<file path="src/rtl/alarm_irq_regs.sv">
module alarm_irq_regs #(
  parameter int ADDR_W = 2,
  parameter logic [ADDR_W-1:0] STAT_ADDR = 0,
  parameter logic [ADDR_W-1:0] IEN_ADDR  = 1,
  parameter logic [ADDR_W-1:0] CTRL_ADDR = 2
) (
  input  logic              clk,
  input  logic              rst_n,
  input  logic              red_state_i,
  input  logic              red_chg_i,
  input  logic              yel_state_i,
  input  logic              yel_chg_i,
  input  logic [ADDR_W-1:0] addr,
  input  logic              wr_en,
  input  logic [7:0]        wr_data,
  input  logic              rd_en,
  output logic [7:0]        rd_data,
  output logic              irq
);
  localparam int B_RST = 7;
  localparam int B_YST = 6;
  localparam int B_RCH = 2;
  localparam int B_YCH = 1;
  localparam int B_RUR = 0;
  localparam int B_BEN = 1;

  logic chg_red, chg_yel, en_red, en_yel, rur, blk_en;

  wire stat_sel = (addr == STAT_ADDR);
  wire w1c      = wr_en && stat_sel && !rur;
  wire rd_clr   = rd_en && stat_sel && rur;
  wire clr_red  = (w1c && wr_data[B_RCH]) || rd_clr;
  wire clr_yel  = (w1c && wr_data[B_YCH]) || rd_clr;

  always_ff @(posedge clk) begin
    if (!rst_n) begin
      chg_red <= 1'b0;
      chg_yel <= 1'b0;
      en_red  <= 1'b0;
      en_yel  <= 1'b0;
      rur     <= 1'b0;
      blk_en  <= 1'b0;
    end else begin
      chg_red <= (chg_red && !clr_red) || red_chg_i;
      chg_yel <= (chg_yel && !clr_yel) || yel_chg_i;
      if (wr_en && addr == IEN_ADDR) begin
        en_red <= wr_data[B_RCH];
        en_yel <= wr_data[B_YCH];
      end
      if (wr_en && addr == CTRL_ADDR) begin
        rur    <= wr_data[B_RUR];
        blk_en <= wr_data[B_BEN];
      end
    end
  end

  always_comb begin
    rd_data = '0;
    if (addr == STAT_ADDR) begin
      rd_data[B_RST] = red_state_i;
      rd_data[B_YST] = yel_state_i;
      rd_data[B_RCH] = chg_red;
      rd_data[B_YCH] = chg_yel;
    end else if (addr == IEN_ADDR) begin
      rd_data[B_RCH] = en_red;
      rd_data[B_YCH] = en_yel;
    end else if (addr == CTRL_ADDR) begin
      rd_data[B_RUR] = rur;
      rd_data[B_BEN] = blk_en;
    end
  end

  assign irq = blk_en && ((chg_red && en_red) || (chg_yel && en_yel));
endmodule


</file>
<file path="config.mk">
export PLATFORM = sky130hd
export DESIGN_NAME = alarm_irq_regs
export DESIGN_NICKNAME = d
export VERILOG_FILES = /design/src/rtl/alarm_irq_regs.sv
export SDC_FILE = /design/constraint.sdc
export NUM_CORES = 1
export LEC_CHECK = 0
export ABC_AREA = 1
export BUFFER_PORTS_ARGS = -buffer_cell sky130_fd_sc_hd__buf_2
export CAP_MARGIN = 20
export CELL_PAD_IN_SITES_DETAIL_PLACEMENT = 1
export CELL_PAD_IN_SITES_GLOBAL_PLACEMENT = 1
export CORE_MARGIN = 2
export CORE_UTILIZATION = 26
export CTS_BUF_LIST = sky130_fd_sc_hd__clkbuf_4
export DETAILED_ROUTE_END_ITERATION = 8
export GPL_TIMING_DRIVEN = 1
export HOLD_SLACK_MARGIN = 0.06
export PLACE_DENSITY_LB_ADDON = 0.1
export SETUP_SLACK_MARGIN = 0.4
export SYNTH_ARGS = -nofsm -noshare
export SYNTH_HDL_FRONTEND = slang
export SYNTH_SLANG_ARGS = --single-unit
export TNS_END_PERCENT = 30
</file>
<file path="constraint.sdc">
create_clock -name clk -period 2.32 [get_ports clk]
set_clock_uncertainty 0.1 [all_clocks]
set_input_delay 0.116 -clock clk [delete_from_list [all_inputs] [get_ports clk]]
set_output_delay 0.116 -clock clk [all_outputs]
set_load 0.01 [all_outputs]
</file>
==> run metrics, run 1 <==
Netlist cell types=13; area grow syn2layout=47.2%; die span in x=~41 um; global route total overflow=0; Final Net Count=roughly 100; die area=~0.0017 sq mm; sequential fraction of the synthesis area=0.340; Mean Syn Cell Area=6.30 sq um; Hold Crit Class=in -> reg; Wirelength per Cell=10.1 um; Vias/cell=4.32; critical path endpoint category=register; P_int=approximately 190 uW; Net Sw Frac=0.270; Die H=a little over 40 um; Final Setup Violations=0; Top delay family on crit path=buffers and inverters; initial antenna violation count=0; vias in the first global route=approximately 370; TritonCTS clock tree=done; Syn. warnings=0; max-slew violations=0; CP arrival=~1.5 ns; critical path fanouts, max=2; worst path bufs/invs=2; DP HPWL=770 um; hold slack final=0.0636 ns; share of post-route cells with drive strength above 1=0.272; final hold vios=0; drt pass-1 iters=2; logic gate share of total power=0.204; H-tree depth=1; Critical Path Start Type=register; maximum VDD drop=0.325 mV; Worst path slowest cell=dlygate4sd3_1; port bufs=18; setup TNS=0 ns; Critical R2R Launch=rur; initial drt markers=2; Leak=0.281 nW; switching power=around 71 uW; hold path depth=3; CTS Buffer Depth=2; Clock power frac=0.369; ant diodes=0; post-CTS setup buffers=0; hold_sp=wr_data[0]; row count=13; clock sink total=6; RSZ-0062 raised after global routing=no; synthesized flop and latch total=6; Clk Latency, worst-skew pair=between 0.2 and 0.3 ns; Initial Util=0.275; via count=~420; R2R cell count=6; crit path time final=about 1.5 ns; Max Cap Viol=0; clock root buffer master=clkbuf_4; Post-Syn Instances=between 50 and 60; power per cell area=between 500 and 600 mW/mm^2; Total GRT Usage=0.148; Hold Path End=rur; CP Class=reg -> reg; outcome=complete, no violations; Core ar.=roughly 0.0013 sq mm; Inserted Clock Buffers=3; largest stage delay on the critical path=between 0.5 and 0.6 ns; sequential power share=0.427; CTS clock-pin slew for the worst setup and hold paths=0.04 ns; area of the mapped netlist=approximately 350 sq um; achievable frequency=about 0.7 GHz; first-pass GRT wire length=approximately 1.5 mm; Worst Path Required=2.41 ns; pin count of the biggest net entering global routing=7; worst path cell trace=nand2_1 -> inv_1 -> a21oi_1 -> nand2_1 -> a21oi_1 -> dlygate4sd3_1; Critical R2R Capture=chg_red; fin crit share=0.626; antenna-violating nets left=0; RePlAce Congestion=between 0.7 and 0.8; final WL=around 970 um; # IOs=27; Residual DRC=0; worst reg-to-reg setup slack=0.87 ns
[per-stage QoR]
step / total power [mW] / cells / utilization / setup slack (ns) / cell area (sq um)
floorplan: 0.143 / 58 / - / 1.50 / 360
global placement: 0.161 / 88 / 0.348 / 1.27 / 447
detailed placement: 0.161 / 88 / 0.348 / 1.28 / 447
CTS: 0.268 / 96 / 0.404 / 0.898 / 519
global route: 0.282 / 96 / 0.404 / 0.772 / 519
finish: 0.265 / 96 / 0.404 / 0.868 / 519
[worst register-to-register path: cells and delay by family (launching register included)]
kind | cells | cell delay, ns
buf+inv | 2 | 0.62
flops | 1 | 0.30
compound gates | 2 | 0.25
simple gates | 2 | 0.13
[per-layer routing]
layer  vias up  wire length [um]  GRT usage
li1        223                 -          -
met1       181               424      0.170
met2         9               468      0.230
met3         2                62     0.0815
met4         0                10     0.0500
met5         -                 0          0
[cells in the final DEF (no fill, tap or decap), drive strengths merged]
| cell type | count |
|---|---|
| dfxtp | 6 |
| inv | 15 |
| o21ai | 4 |
| nand2 | 8 |
| o221ai | 1 |
| nand3 | 2 |
| clkbuf | 3 |
| nand4 | 2 |
| buf | 18 |
| nor2 | 4 |
| o22ai | 1 |
| a21oi | 9 |
| dlygate4sd3 | 5 |
| conb | 3 |
[cells by family after synthesis]
logic type,share of synthesized area
flip-flops,0.340
AND/OR/NAND/NOR,0.199
other,0.0106
AO/OA/AOI/OAI,0.227
buffers and inverters,0.223
[layout make-up]
cell class	count	area, sq um
clock buffer	3	22.5
inverter	15	56.3
sequential	6	120
fill	186	766
multi-input combinational	34	161
timing repair buffer	23	140
tap	15	18.8
[worst max path at each step]
stage	from	end	slack [ns]	cells after the start
CTS	rur	chg_yel	0.90	5
finish	rur	chg_red	0.87	6
global route	rur	chg_red	0.77	5
detailed placement	addr[1]	rd_data[2]	1.28	5
floorplan	blk_en	rd_data[1]	1.50	2
global placement	addr[1]	rd_data[2]	1.27	5
[Yosys cell counts]
library cell,count,share of area
o21ai_0,4,0.057
o221ai_1,1,0.025
nand3_1,2,0.028
conb_1,1,0.011
nand4_1,2,0.035
nand2_1,8,0.085
dfxtp_1,6,0.34
nor2_1,3,0.032
inv_1,15,0.16
o22ai_1,1,0.018
a21oi_1,9,0.13
buf_4,3,0.064
nor2_2,1,0.018
[power by group through the flow]
stage	logic, mW	registers, mW	clock network [mW]
final	0.0539	0.113	0.0976
after global placement	0.0461	0.115	0
after detailed placement	0.0465	0.115	0
after floorplan	0.0287	0.114	0
after CTS	0.0540	0.113	0.101
after global routing	0.0619	0.113	0.107
[state kept, by name (all words and copies together) (netlist names)]
name     flops
blk_en       1
chg_red      1
chg_yel      1
en_red       1
en_yel       1
rur          1
[what timing repair did]
action                                  in CTS  in global routing
endpoints found under the setup margin       0                  0
hold buffers                                 5                  0
endpoints found under the hold margin        5                  0
resized for setup                            0                  0
No activity file was read; power rests on OpenSTA's default activity.
==> inputs of run 2 (changes only) <==
--- a/config.mk
+++ b/config.mk
@@ -11,7 +11,7 @@
 export CELL_PAD_IN_SITES_DETAIL_PLACEMENT = 1
 export CELL_PAD_IN_SITES_GLOBAL_PLACEMENT = 1
 export CORE_MARGIN = 2
-export CORE_UTILIZATION = 26
+export CORE_UTILIZATION = 22
 export CTS_BUF_LIST = sky130_fd_sc_hd__clkbuf_4
 export DETAILED_ROUTE_END_ITERATION = 8
 export GPL_TIMING_DRIVEN = 1
==> constraint.sdc (replaced) <==
create_clock -name clk -period 1.3 [get_ports clk]
set_clock_uncertainty 0.1 [all_clocks]
set_input_delay 0.065 -clock clk [delete_from_list [all_inputs] [get_ports clk]]
set_output_delay 0.065 -clock clk [all_outputs]
set_load 0.01 [all_outputs]
==> run 2 against run 1 <==
Cell count rose by 3.1%. Utilization shrank 4.0 points. Die area grew 16%. Wire length rose by 11%. Non-clock buffer count is 2 higher. Clock-buffer cell count unchanged. Hold slack worse by 0.0052 ns. Largest cell class unchanged.
==> run metrics, run 2 (synthesized netlist as in run 1, its figures left out) <==
maximum VDD drop=around 0.5 mV; TritonCTS clock tree=done; row count=14; Residual DRC=0; hold slack final=between 0.05 and 0.06 ns; RePlAce Congestion=0.722; RSZ-0062 raised after global routing=yes; area grow syn2layout=55.3%; fin crit share=0.832; Max Cap Viol=0; initial drt markers=2; Final Setup Violations=0; Final Util=0.364; Hold Crit Class=in -> reg; vias in the first global route=between 400 and 500; critical path endpoint category=output port; Filler Cell Count=199; first-pass GRT wire length=1.78 mm; ant diodes=0; clock root buffer master=clkbuf_4; die span in x=about 44 um; port bufs=18; antenna-violating nets left=0; max-slew violations=0; CP arrival=a little over 0.9 ns; Wirelength per Cell=10.8 um; Initial Util=0.234; initial antenna violation count=0; most common cell after layout, fill and taps aside=buf_2; Clk Latency, worst-skew pair=0.24 ns; power per cell area=879 mW/mm^2; hold_sp=wr_data[1]; final hold vios=0; worst setup path startpoint=blk_en; critical path fanouts, max=3; outcome=complete, no violations; share of post-route cells with drive strength above 1=0.398; global route total overflow=0; H-tree depth=1; most frequent cells in the layout=buf_2 (18), inv_1 (12), a21oi_1 (9), nand2_1 (8); Critical R2R Launch=chg_yel; die area=slightly below 0.002 sq mm; Critical Path Start Type=register; CP Class=reg -> out; pin count of the biggest net entering global routing=7; Worst Path Required=between 1 and 1.5 ns; CTS clock-pin slew for the worst setup and hold paths=about 0.050 ns; achievable frequency=0.925 GHz; Leak=between 0.2 and 0.3 nW; Total GRT Usage=0.133; setup TNS=0 ns; # IOs=27; final WL=1.07 mm; Vias/cell=around 4.3; Inserted Clock Buffers=3; crit path time final=between 1 and 1.5 ns; CTS Buffer Depth=2; clock sink total=6; DP HPWL=about 830 um; drt pass-1 iters=2; Final Net Count=103; Die H=between 40 and 50 um; via count=around 430; Core ar.=between 0.0015 and 0.002 sq mm
run 2: cell type report:
cell class | count | area, sq um | share of cell area
clock buffer | 3 | 22.5 | 0.0411
sequential | 6 | 126 | 0.231
tap | 16 | 20.0 | 0.0365
multi-input combinational | 34 | 168 | 0.306
timing repair buffer | 25 | 155 | 0.283
inverter | 15 | 56.3 | 0.103
run 2: path summary, 6_finish.rpt:
path | to | slack, ns | depth (start not counted)
min | blk_en | 0.06 | 3
min reg2reg | en_red | 0.36 | 2
max reg2reg | chg_yel | 0.39 | 5
max | rd_data[1] | 0.22 | 3
run 2: what timing repair did:
item                                    in CTS  in global routing
hold endpoints to repair                     6                  0
hold buffers                                 5                  0
pin swaps                                    1                  2
endpoints found under the setup margin       6                 12
cloned                                       0                  0
buffers inserted                             0                  2
resized for setup                            7                  2
run 2: metrics by stage:
| stage | area [sq um] | total power, mW | instances | worst slack [ns] |
|---|---|---|---|---|
| floorplan | 360 | 0.254 | 58 | 0.506 |
| global placement | 448 | 0.288 | 89 | 0.340 |
| detailed placement | 448 | 0.289 | 89 | 0.351 |
| CTS | 532 | 0.484 | 97 | 0.208 |
| global route | 548 | 0.523 | 99 | 0.157 |
| finish | 548 | 0.481 | 99 | 0.219 |
run 2: where the power goes:
part / internal (mW) / switching [mW]
sequential: 0.198 / 0.00702
clock: 0.105 / 0.0695
combinational: 0.0481 / 0.0547
total: 0.350 / 0.131
run 2: worst max-delay path, stage by stage, from the launching register on:
cell	delay [ns]
dfxtp_2	0.31
inv_2	0.04
o221ai_2	0.16
buf_2	0.16
run 2: metal layers:
layer,track usage,part of all wire,vias to the layer above
met1,0.138,0.42,187
met4,0.0545,0.011,0
met3,0.0735,0.058,2
li1,-,-,227
met2,0.221,0.51,11
met5,0,0,-
